--- config.mk ---
export PLATFORM = sky130hd
export DESIGN_NAME = hdlc_addr_rx
export DESIGN_NICKNAME = d
export VERILOG_FILES = /design/src/rtl/hdlc_rx_pkg.sv /design/src/rtl/hdlc_bit_destuff.sv /design/src/rtl/hdlc_byte_asm.sv /design/src/rtl/hdlc_addr_match.sv /design/src/rtl/hdlc_addr_rx.sv
export SDC_FILE = /design/constraint.sdc
export NUM_CORES = 1
export LEC_CHECK = 0
export ABC_AREA = 1
export BUFFER_PORTS_ARGS = -buffer_cell sky130_fd_sc_hd__buf_2
export CORE_AREA = 3 3 137 139
export DETAILED_ROUTE_END_ITERATION = 10
export DIE_AREA = 0 0 140 142
export GPL_TIMING_DRIVEN = 1
export SLEW_MARGIN = 25
export SYNTH_ARGS = -nofsm -noshare
export SYNTH_HDL_FRONTEND = slang
export SYNTH_SLANG_ARGS = --single-unit
--- constraint.sdc ---
create_clock -name clk -period 4 [get_ports clk]
set_clock_uncertainty 0.15 [all_clocks]
set_input_delay 0 -clock clk [delete_from_list [all_inputs] [get_ports clk]]
set_output_delay 0 -clock clk [all_outputs]
set_load 0.01 [all_outputs]
--- src/rtl/hdlc_rx_pkg.sv ---
package hdlc_rx_pkg;

  localparam int BYTE_W     = 8;
  localparam int ADDR_W     = 2 * BYTE_W;
  localparam int BITIDX_W   = $clog2(BYTE_W);
  localparam int CRC_W      = 16;
  localparam int STAT_W     = 4;
  localparam int MIN_BYTES  = 4;
  localparam int STUFF_RUN  = 5;

  localparam logic [CRC_W-1:0] CRC_SEED = 16'hFFFF;
  localparam logic [CRC_W-1:0] CRC_RESID = 16'hF0B8;
  localparam logic [CRC_W-1:0] CRC_POLY_R = 16'h8408;

  // bit index of each status flag
  localparam int ST_CRC   = 0;
  localparam int ST_LONG  = 1;
  localparam int ST_SHORT = 2;
  localparam int ST_ABORT = 3;

  // data bits pushed from a closing flag before it is recognised
  localparam logic [BITIDX_W-1:0] FLAG_TAIL = BITIDX_W'(STUFF_RUN + 1);

  typedef enum logic [1:0] {
    RX_HUNT = 2'd0,
    RX_ADDR = 2'd1,
    RX_PASS = 2'd2,
    RX_DROP = 2'd3
  } rx_state_e;

  function automatic logic [CRC_W-1:0] crc_step_byte(input logic [CRC_W-1:0] c,
                                                     input logic [BYTE_W-1:0] d);
    logic [CRC_W-1:0] r;
    r = c;
    for (int i = 0; i < BYTE_W; i++) begin
      if (r[0] ^ d[i]) r = (r >> 1) ^ CRC_POLY_R;
      else             r = r >> 1;
    end
    return r;
  endfunction

endpackage

--- src/rtl/hdlc_bit_destuff.sv ---
module hdlc_bit_destuff
  import hdlc_rx_pkg::*;
(
  input  logic clk,
  input  logic rst_n,
  input  logic bit_vld,
  input  logic bit_in,
  output logic push_vld,
  output logic push_bit,
  output logic flag_evt,
  output logic abort_evt
);

  localparam logic [2:0] RUN_STUFF = 3'(STUFF_RUN);
  localparam logic [2:0] RUN_FLAG  = 3'(STUFF_RUN + 1);
  localparam logic [2:0] RUN_IDLE  = 3'(STUFF_RUN + 2);

  logic [2:0] ones_q, ones_d;
  logic       pv_d, pb_d, fl_d, ab_d;

  always_comb begin
    ones_d = ones_q;
    pv_d   = 1'b0;
    pb_d   = push_bit;
    fl_d   = 1'b0;
    ab_d   = 1'b0;
    if (bit_vld) begin
      if (bit_in) begin
        if (ones_q == RUN_STUFF) begin
          ones_d = RUN_FLAG;
        end else if (ones_q == RUN_FLAG) begin
          ones_d = RUN_IDLE;
          ab_d   = 1'b1;
        end else if (ones_q == RUN_IDLE) begin
          ones_d = RUN_IDLE;
        end else begin
          ones_d = ones_q + 3'd1;
          pv_d   = 1'b1;
          pb_d   = 1'b1;
        end
      end else begin
        ones_d = 3'd0;
        if (ones_q == RUN_FLAG) begin
          fl_d = 1'b1;
        end else if (ones_q < RUN_STUFF) begin
          pv_d = 1'b1;
          pb_d = 1'b0;
        end
      end
    end
  end

  always_ff @(posedge clk or negedge rst_n) begin
    if (!rst_n) begin
      ones_q    <= RUN_IDLE;
      push_vld  <= 1'b0;
      push_bit  <= 1'b0;
      flag_evt  <= 1'b0;
      abort_evt <= 1'b0;
    end else begin
      ones_q    <= ones_d;
      push_vld  <= pv_d;
      push_bit  <= pb_d;
      flag_evt  <= fl_d;
      abort_evt <= ab_d;
    end
  end


  abort_single_chk: assert property (@(posedge clk) disable iff (!rst_n)
    abort_evt |=> !abort_evt);


  push_flag_excl_chk: assert property (@(posedge clk) disable iff (!rst_n)
    flag_evt |=> !abort_evt);

endmodule

--- src/rtl/hdlc_byte_asm.sv ---
module hdlc_byte_asm
  import hdlc_rx_pkg::*;
(
  input  logic                clk,
  input  logic                rst_n,
  input  logic                push_vld,
  input  logic                push_bit,
  input  logic                flag_evt,
  input  logic                abort_evt,
  output logic                byte_vld,
  output logic [BYTE_W-1:0]   byte_data,
  output logic                close_vld,
  output logic [BITIDX_W-1:0] close_rem,
  output logic                abort_vld
);

  logic [BYTE_W-1:0]   sh_q, sh_d;
  logic [BITIDX_W-1:0] cnt_q, cnt_d;
  logic                bv_d, cv_d, av_d;
  logic [BYTE_W-1:0]   bd_d;
  logic [BITIDX_W-1:0] cr_d;

  always_comb begin
    sh_d  = sh_q;
    cnt_d = cnt_q;
    bv_d  = 1'b0;
    bd_d  = byte_data;
    cv_d  = 1'b0;
    cr_d  = close_rem;
    av_d  = 1'b0;
    if (flag_evt) begin
      cv_d  = 1'b1;
      cr_d  = cnt_q;
      cnt_d = '0;
    end else if (abort_evt) begin
      av_d  = 1'b1;
      cnt_d = '0;
    end else if (push_vld) begin
      sh_d  = {push_bit, sh_q[BYTE_W-1:1]};
      cnt_d = cnt_q + 1'b1;
      if (cnt_q == BITIDX_W'(BYTE_W - 1)) begin
        bv_d = 1'b1;
        bd_d = sh_d;
      end
    end
  end

  always_ff @(posedge clk or negedge rst_n) begin
    if (!rst_n) begin
      sh_q      <= '0;
      cnt_q     <= '0;
      byte_vld  <= 1'b0;
      byte_data <= '0;
      close_vld <= 1'b0;
      close_rem <= '0;
      abort_vld <= 1'b0;
    end else begin
      sh_q      <= sh_d;
      cnt_q     <= cnt_d;
      byte_vld  <= bv_d;
      byte_data <= bd_d;
      close_vld <= cv_d;
      close_rem <= cr_d;
      abort_vld <= av_d;
    end
  end


  byte_gap_chk: assert property (@(posedge clk) disable iff (!rst_n)
    byte_vld |=> !byte_vld);


  close_byte_excl_chk: assert property (@(posedge clk) disable iff (!rst_n)
    close_vld |-> !byte_vld);

endmodule

--- src/rtl/hdlc_addr_match.sv ---
module hdlc_addr_match
  import hdlc_rx_pkg::*;
#(
  parameter int NUM_ADDR = 4
) (
  input  logic [ADDR_W-1:0]          addr,
  input  logic [ADDR_W-1:0]          mask,
  input  logic [NUM_ADDR*ADDR_W-1:0] regs,
  output logic                       hit
);

  logic [NUM_ADDR-1:0] hit_vec;

  for (genvar i = 0; i < NUM_ADDR; i++) begin : g_cmp
    assign hit_vec[i] = ((addr & mask) == (regs[i*ADDR_W +: ADDR_W] & mask));
  end

  assign hit = |hit_vec;

endmodule

--- src/rtl/hdlc_addr_rx.sv ---
module hdlc_addr_rx
  import hdlc_rx_pkg::*;
#(
  parameter int NUM_ADDR = 4,
  parameter int LEN_W    = 16
) (
  input  logic                       clk,
  input  logic                       rst_n,
  input  logic                       rx_en,
  input  logic                       rx_bit_vld,
  input  logic                       rx_bit,
  input  logic [NUM_ADDR*ADDR_W-1:0] cfg_addr,
  input  logic [ADDR_W-1:0]          cfg_mask,
  input  logic [LEN_W-1:0]           cfg_max_len,
  output logic [BYTE_W-1:0]          out_data,
  output logic                       out_vld,
  output logic                       out_last,
  output logic                       frm_done,
  output logic [STAT_W-1:0]          frm_status,
  output logic [LEN_W-1:0]           frm_len
);

  localparam logic [LEN_W-1:0] LEN_MAX = '1;
  localparam logic [LEN_W-1:0] LEN_MIN = LEN_W'(MIN_BYTES);

  // reset: asserted asynchronously, released on the clock
  logic [1:0] rst_sync_q;
  logic       rst_i_n;

  always_ff @(posedge clk or negedge rst_n) begin
    if (!rst_n) rst_sync_q <= 2'b00;
    else        rst_sync_q <= {rst_sync_q[0], 1'b1};
  end
  assign rst_i_n = rst_sync_q[1];

  logic                push_vld, push_bit, flag_evt, abort_evt;
  logic                byte_vld, close_vld, abort_vld;
  logic [BYTE_W-1:0]   byte_data;
  logic [BITIDX_W-1:0] close_rem;
  logic                addr_hit;

  hdlc_bit_destuff u_destuff (
    .clk       (clk),
    .rst_n     (rst_i_n),
    .bit_vld   (rx_bit_vld),
    .bit_in    (rx_bit),
    .push_vld  (push_vld),
    .push_bit  (push_bit),
    .flag_evt  (flag_evt),
    .abort_evt (abort_evt)
  );

  hdlc_byte_asm u_asm (
    .clk       (clk),
    .rst_n     (rst_i_n),
    .push_vld  (push_vld),
    .push_bit  (push_bit),
    .flag_evt  (flag_evt),
    .abort_evt (abort_evt),
    .byte_vld  (byte_vld),
    .byte_data (byte_data),
    .close_vld (close_vld),
    .close_rem (close_rem),
    .abort_vld (abort_vld)
  );

  rx_state_e         st_q, st_d;
  logic [LEN_W-1:0]  cnt_q, cnt_d;
  logic [CRC_W-1:0]  crc_q, crc_d;
  logic [BYTE_W-1:0] b0_q, b0_d;
  logic [BYTE_W-1:0] pend_q, pend_d;

  logic [BYTE_W-1:0] od_d;
  logic              ov_d, ol_d, dn_d;
  logic [STAT_W-1:0] fs_d;
  logic [LEN_W-1:0]  fl_d;

  logic              len_over, short_or_odd;
  logic [LEN_W-1:0]  cnt_inc;

  hdlc_addr_match #(.NUM_ADDR(NUM_ADDR)) u_match (
    .addr (({byte_data, b0_q})),
    .mask (cfg_mask),
    .regs (cfg_addr),
    .hit  (addr_hit)
  );

  assign len_over     = (cnt_q > cfg_max_len);
  assign short_or_odd = (close_rem != FLAG_TAIL) || (cnt_q < LEN_MIN);
  assign cnt_inc      = (cnt_q == LEN_MAX) ? LEN_MAX : cnt_q + 1'b1;

  always_comb begin
    st_d   = st_q;
    cnt_d  = cnt_q;
    crc_d  = crc_q;
    b0_d   = b0_q;
    pend_d = pend_q;
    ov_d   = 1'b0;
    ol_d   = 1'b0;
    dn_d   = 1'b0;
    od_d   = out_data;
    fs_d   = frm_status;
    fl_d   = frm_len;

    if (!rx_en) begin
      st_d = RX_HUNT;
    end else begin
      unique case (st_q)
        RX_HUNT: begin
          if (close_vld) begin
            st_d  = RX_ADDR;
            cnt_d = '0;
            crc_d = CRC_SEED;
          end
        end
        RX_ADDR: begin
          if (abort_vld) begin
            st_d = RX_HUNT;
          end else if (close_vld) begin
            cnt_d = '0;
            crc_d = CRC_SEED;
          end else if (byte_vld) begin
            cnt_d = cnt_inc;
            crc_d = crc_step_byte(crc_q, byte_data);
            if (cnt_q == '0) begin
              b0_d = byte_data;
            end else if (addr_hit) begin
              ov_d   = 1'b1;
              od_d   = b0_q;
              pend_d = byte_data;
              st_d   = RX_PASS;
            end else begin
              st_d = RX_DROP;
            end
          end
        end
        RX_PASS: begin
          if (abort_vld) begin
            ov_d = 1'b1;
            ol_d = 1'b1;
            dn_d = 1'b1;
            od_d = pend_q;
            fl_d = cnt_q;
            fs_d = '0;
            fs_d[ST_ABORT] = 1'b1;
            fs_d[ST_LONG]  = len_over;
            st_d = RX_HUNT;
          end else if (close_vld) begin
            ov_d = 1'b1;
            ol_d = 1'b1;
            dn_d = 1'b1;
            od_d = pend_q;
            fl_d = cnt_q;
            fs_d = '0;
            fs_d[ST_SHORT] = short_or_odd;
            fs_d[ST_CRC]   = !short_or_odd && (crc_q != CRC_RESID);
            fs_d[ST_LONG]  = len_over;
            st_d  = RX_ADDR;
            cnt_d = '0;
            crc_d = CRC_SEED;
          end else if (byte_vld) begin
            cnt_d  = cnt_inc;
            crc_d  = crc_step_byte(crc_q, byte_data);
            ov_d   = 1'b1;
            od_d   = pend_q;
            pend_d = byte_data;
          end
        end
        RX_DROP: begin
          if (abort_vld) begin
            st_d = RX_HUNT;
          end else if (close_vld) begin
            st_d  = RX_ADDR;
            cnt_d = '0;
            crc_d = CRC_SEED;
          end
        end
        default: st_d = RX_HUNT;
      endcase
    end
  end

  always_ff @(posedge clk or negedge rst_i_n) begin
    if (!rst_i_n) begin
      st_q       <= RX_HUNT;
      cnt_q      <= '0;
      crc_q      <= CRC_SEED;
      b0_q       <= '0;
      pend_q     <= '0;
      out_vld    <= 1'b0;
      out_last   <= 1'b0;
      out_data   <= '0;
      frm_done   <= 1'b0;
      frm_status <= '0;
      frm_len    <= '0;
    end else begin
      st_q       <= st_d;
      cnt_q      <= cnt_d;
      crc_q      <= crc_d;
      b0_q       <= b0_d;
      pend_q     <= pend_d;
      out_vld    <= ov_d;
      out_last   <= ol_d;
      out_data   <= od_d;
      frm_done   <= dn_d;
      frm_status <= fs_d;
      frm_len    <= fl_d;
    end
  end


  last_with_done_chk: assert property (@(posedge clk) disable iff (!rst_i_n)
    out_last |-> (frm_done && out_vld));


  done_with_last_chk: assert property (@(posedge clk) disable iff (!rst_i_n)
    frm_done |-> out_last);


  drop_silent_chk: assert property (@(posedge clk) disable iff (!rst_i_n)
    (st_q == RX_DROP) |=> !out_vld);


  done_has_addr_chk: assert property (@(posedge clk) disable iff (!rst_i_n)
    frm_done |-> (frm_len >= LEN_W'(2)));


  status_excl_chk: assert property (@(posedge clk) disable iff (!rst_i_n)
    frm_done |-> !(frm_status[ST_CRC] && frm_status[ST_SHORT]));


  hunt_quiet_chk: assert property (@(posedge clk) disable iff (!rst_i_n)
    (st_q == RX_HUNT) |=> !out_vld);

endmodule

==> run summary, run 1 <==
drt pass-1 iters: 4
CTS buffer count: 17
P_sw: 1896 µW
max-slew violations: 0
Max VDD drop: 0.0003881 V
CTS tree: built
P_leak: 0.004529 µW
FMAX: 0.3719 GHz
largest cells by area after synthesis: dfrtp_1 33%, nand2_1 15%, inv_1 8.2%
commonest register cell after synthesis: dfrtp_1
total track usage: 17.74%
DRT iter0 DRCs: 457
depth of the CTS H-tree: 4
Placed Area: 7911 µm²
largest net degree at the start of global routing: 72
syn_nets: 1103
Min Clock Period, post-route: 2689 ps
sequential element share of the synthesized area: 40.33%
final setup vio count: 0
Max-slew headroom: 49.72%
Data required, critical path: 4170 ps
dpl cells: 1315
TNS Setup: 0 ps
# rows: 49
total wire length: 17.69 mm
final instance area: 8583 µm²
Worst setup SP type: flop
grt ovf: 0
P_int: 3194 µW
Die ar.: 19880 µm²
Starting Density: 39.77%
CTS Buffer Depth: 2
cells after synthesis: 975
Area growth syn-to-layout: 21.39%
Clk Latency, worst-skew pair: 410 ps
Syn Area/Cell: 7.252 µm²
Core Region: 17780 µm²
post-CTS sizing: 0
worst-path fanout max: 19
clock share of power: 29.3%
io pins: 132
root buffer cell: clkbuf_16
crit path DAT: 2860 ps
vias in the first global route: 5851
Crit. End Element: flop
cell taking the most area after synthesis: dfrtp_1
ANT cells: 0
Synth cell types: 43
RSZ-0062 raised after global routing: no
via count: 6419
share of cells above drive strength 1: 19.04%
Gate power share: 34.9%
CTS Sinks: 113
vias per cell: 4.744
number of flops mapped to enable cells by yosys: 0
Post-synth top cells: 280 x nand2_1, 155 x inv_1, 94 x dfrtp_1, 72 x nand3_1, 70 x o21ai_0
Die Ht: 142 µm
Pwr Density: 593.0 nW/µm²
hold crit path type: primary input to flop
Fin. Hold Viols: 0
max_cap viols: 0
nets@finish: 1240
most numerous cell in the Yosys netlist: nand2_1
YS warnings: 0
Mapped Area: 7071 µm²
Non-Filler Instances: 1353
GP Congestion: 0.8778
status: finished clean
wire length per cell: 13.07 µm
first-pass GRT wire length: 28.72 mm
min-delay src: cfg_max_len[15]
share of total power in sequential cells: 35.8%
clock-pin transition on the worst setup and hold timing paths: 60 ps
#FFs+latches synth: 113
Routed Antenna Nets: 0
post-DP HPWL: 13.69 mm
origin of the critical flop-to-flop path: st_q[0]
IO buf count: 131
FFs w/ async S/R, synth: 100.0%
share of the synthesized area in the top cell type: 33.27%
Post-CTS Setup Bufs: 0
initial antenna violation count: 0
DRC errors left: 0
final period utilization: 67.22%
hold_buf cts: 6
Switching Fraction: 37.25%
worst setup path class: flop to flop
Worst Max-Slew Pin Slew: 754.2 ps
CP Launch Point: st_q[0]
die width: 140 µm
==> registers in the layout (all words and copies together) (netlist names), 2 cells and up <==
name / flops
st_q: 2
u_asm.cnt_q: 3
pend_q: 8
rst_sync_q: 2
frm_status: 4
u_asm.byte_data: 8
b0_q: 8
crc_q: 16
out_data: 8
u_asm.close_rem: 3
u_destuff.ones_q: 3
cnt_q: 16
u_asm.sh_q: 7
frm_len: 16
==> per-layer routing <==
layer / GRT usage (%) / wire length, µm
met5: 0 / 0
met4: 4.284 / 145
met3: 3.965 / 651
met2: 28.39 / 8301
met1: 24.71 / 8592
==> area by class of cell <==
type / count / area [µm²]
fill: 1764 / 9196
sequential: 113 / 2855
inverter: 160 / 600.6
timing repair buffer: 142 / 773.2
clock buffer: 26 / 509.2
clock inverter: 5 / 75.07
multi-input combinational: 678 / 3483
tap: 229 / 286.5
==> placed cells by master (no fill, tap or decap), types with 6 or more instances in the layout <==
master	Yosys	final
nor2_1	65	65
xnor2_1	14	14
inv_1	155	155
or2_2	8	8
clkbuf_16	0	17
nand2_1	280	280
a21oi_1	37	37
ha_1	27	27
o21ai_0	70	70
xor2_1	21	21
o21ai_2	8	8
dlygate4sd3_1	0	6
o22ai_1	14	14
dfrtp_1	94	93
nand4_1	17	17
buf_2	13	131
nor3_1	7	6
dfstp_2	19	19
nand3_1	72	72
==> worst paths after layout <==
| check | endpoint | slack (ps) | cells after the start |
|---|---|---|---|
| hold reg to reg | frm_status[1] | 80 | 0 |
| min in group asynchronous | frm_status[1] | 80 | 0 |
| max in group asynchronous | crc_q[0] | 2700 | 2 |
| setup / recovery | frm_len[11] | 1310 | 7 |
| setup reg to reg | frm_len[11] | 1310 | 7 |
| hold / removal | frm_status[1] | 40 | 7 |
==> logic make-up after synthesis <==
family / count (synthesis) / synth area share, %
simple gates: 466 / 28.10
buf+inv: 184 / 10.48
compound gates: 148 / 11.77
flops: 113 / 40.33
xor+xnor: 35 / 4.336
fa+ha+maj: 27 / 4.778
other cells: 1 / 0.05304
mux: 1 / 0.1593
==> stage by stage <==
| step | setup WS [ps] | util (%) | total power, µW | hold slack, ps |
|---|---|---|---|---|
| floorplan | 502.1 | - | 3135 | -445.6 |
| finish | 1311 | 48.28 | 5090 | 44.88 |
| global route | 996.8 | 48.28 | 5494 | 88.07 |
| global placement | 1429 | 44.50 | 3596 | -362.8 |
| detailed placement | 1321 | 44.50 | 3618 | -361.5 |
| CTS | 1298 | 48.12 | 5141 | 22.96 |
==> power groups by stage <==
stage / combinational [µW] / sequential [µW] / clock (µW)
after floorplan: 1440 / 1700 / 0
after global placement: 1740 / 1850 / 0
after detailed placement: 1770 / 1850 / 0
after CTS: 1780 / 1840 / 1520
after global routing: 2040 / 1880 / 1570
final: 1780 / 1820 / 1490
==> worst max-delay path, stage by stage (launching register included) <==
cell	delay (ps)
dfrtp_1	420
inv_1	110
ha_1	510
inv_1	260
nor3_2	640
buf_4	330
nor2_1	60
a21oi_1	130
Note: power is estimated with default switching activity, not from simulation.
==> inputs of run 2 (changes only) <==
- clock period: 4 -> 2.6 ns (I/O delays scaled with it)
==> run 2 against run 1 <==
  * Via count rose by 2.6%
  * Combinational power rose by 56%
  * Critical endpoint is now out_data[0]
  * Final area rose by 0.82%
  * Power rose by 56%
==> run summary, run 2 (synthesized netlist as in run 1, its figures left out) <==
status: finished clean
first-pass GRT wire length: 29.33 mm (+2.1%)
Placed Area: 7976 µm² (+0.82%)
CP Launch Point: u_asm.byte_data[0]
DRT iter0 DRCs: 315 (-31%)
DRC errors left: 0 (unchanged)
initial antenna violation count: 0 (unchanged)
CTS buffer count: 17 (unchanged)
final instance area: 8653 µm² (+0.82%)
RSZ-0062 raised after global routing: no
vias per cell: 4.843 (+2.1%)
Slowest-stage cell, CP: dfrtp_2
worst-path fanout max: 8 (-11)
final period utilization: 90.10% (+23 points)
Core Region: 17780 µm² (unchanged)
Routed Antenna Nets: 0 (unchanged)
wire length per cell: 13.38 µm (+2.3%)
Min Clock Period, post-route: 2343 ps (-346.3 ps)
dpl cells: 1322 (+0.53%)
share of cells above drive strength 1: 19.89% (+0.85 points)
Area growth syn-to-layout: 22.39%
CP Buf/Inv Count: 1 (-2)
reg2reg path depth: 12 (+5)
P_leak: 0.004571 µW (+0.93%)
root buffer cell: clkbuf_16
hold crit path type: primary input to flop
Worst setup SP type: flop
pre-CTS setup slack: 202.2 ps (-1119 ps)
CP peak stage delay: 470 ps (-170 ps)
Post-CTS Setup Bufs: 0 (unchanged)
FMAX: 0.4269 GHz (+15%)
commonest non-fill, non-tap cells in the layout: 280 x nand2_1, 155 x inv_1, 131 x buf_2
Non-Filler Instances: 1360 (+0.52%)
IO buf count: 131 (unchanged)
commonest non-fill, non-tap cell in the layout: nand2_1
crit path DAT: 2490 ps (-370 ps)
Data required, critical path: 2750 ps (-1420 ps)
Crit. End Element: flop
# rows: 49 (unchanged)
grt ovf: 0 (unchanged)
max-slew violations: 0 (unchanged)
Clk Latency, worst-skew pair: 410 ps (about the same)
Worst Max-Slew Pin Slew: 530.9 ps (-223.3 ps)
Most common cell on crit path: nand2_1
CTS Buffer Depth: 2 (unchanged)
total track usage: 18.21% (+0.47 points)
depth of the CTS H-tree: 4 (unchanged)
CTS Sinks: 113 (unchanged)
origin of the critical flop-to-flop path: u_asm.byte_data[0]
largest net degree at the start of global routing: 59 (-18%)
CTS tree: built
drt pass-1 iters: 5 (+1)
fin util: 48.67% (+0.39 points)
Max-slew headroom: 64.35% (+15 points)
Die Ht: 142 µm (unchanged)
worst path cell trace: inv_1, nand2_1, nand3_1, o21ai_0, nor2_1, nand2_1, nor2_1, nor2_1, nand3_2, nand4_1, nand2_1, nand2_1
max_cap viols: 0 (unchanged)
io pins: 132 (unchanged)
Pwr Density: 919.0 nW/µm² (+55%)
Crit. path cell count: 12 (+5)
clock-pin transition on the worst setup and hold timing paths: 50 ps (about the same)
Fin. Hold Viols: 0 (unchanged)
Crit path max-delay family: simple AND/OR/NAND/NOR gates
ANT cells: 0 (unchanged)
die width: 140 µm (unchanged)
min-delay src: cfg_max_len[15]
worst setup path class: flop to flop
Starting Density: 39.77% (unchanged)
nets@finish: 1246 (+0.48%)
via count: 6587 (+2.6%)
Max VDD drop: 0.0005848 V (+51%)
total wire length: 18.19 mm (+2.8%)
fin worst setup slack: 257.4 ps (-1054 ps)
final setup vio count: 0 (unchanged)
vias in the first global route: 6053 (+3.5%)
number of cells on the worst hold path: 7 (unchanged)
Die ar.: 19880 µm² (unchanged)
GP Congestion: 0.8547 (-2.6%)
Largest regs: cnt_q x16, crc_q x16, frm_len x16
TNS Setup: 0 ps (unchanged)
post-DP HPWL: 14.14 mm (+3.3%)
-- run 2: cell count changes in the layout (fill, tap and decap cells not counted) --
cell,before,now
dfrtp_1,93,92
buf_4,4,10
buf_12,0,1
clkinv_4,0,1
clkinvlp_4,0,1
clkinv_2,3,5
clkbuf_1,4,1
dfrtp_2,0,1
bufinv_16,2,3
buf_16,1,0
clkbuf_8,5,4
-- run 2: metrics by stage --
stage / hold slack, ps / total power [µW]
after floorplan: -445.6 / 4823
after global placement: -365.0 / 5556
after detailed placement: -359.7 / 5578
after CTS: 35.90 / 8036
after global routing: 92.65 / 8558
final: 40.75 / 7953
-- run 2: metal layers --
layer	vias to the layer above	global-route usage [%]	part of all wire [%]
met1	3019	24.90	47
met2	136	28.72	46
met5	-	0	0
met4	0	5.813	1.9
li1	3406	-	-
met3	26	4.402	4.8
-- run 2: worst min-delay path, cell delays in order --
cell and delay [ps]:
buf_2 90, inv_1 40, ha_1 140, a21oi_1 40
o2111ai_1 100, nand3_1 70, o21ai_0 70
-- run 2: where the power goes --
| group | total, µW | internal (µW) | switching [µW] |
|---|---|---|---|
| Sequential | 2800 | 2300 | 495 |
| Clock | 2390 | 1600 | 789 |
| Combinational | 2770 | 1100 | 1670 |
| Total | 7950 | 5000 | 2950 |
-- run 2: worst paths after layout --
check	slack, ps	end
max reg2reg	260	out_data[0]
max in group asynchronous	1450	crc_q[5]
min	40	frm_status[1]
min in group asynchronous	110	frm_len[4]
max	260	out_data[0]
min reg2reg	110	frm_len[4]
-- run 2: final cells by class --
class                           instances  area (µm²)
Clock buffer                           22       484.2
Clock inverter                         10       131.4
Fill cell                            1837        9126
Inverter                              160       600.6
Multi-Input combinational cell        678        3483
Sequential cell                       113        2856
Tap cell                              229       286.5
Timing Repair Buffer                  148       810.8
-- run 2: repair_timing --
item,in CTS,in global routing
hold endpoints to repair,21,0
endpoints found under the setup margin,0,5
gates resized for setup,0,1
hold buffers,6,0
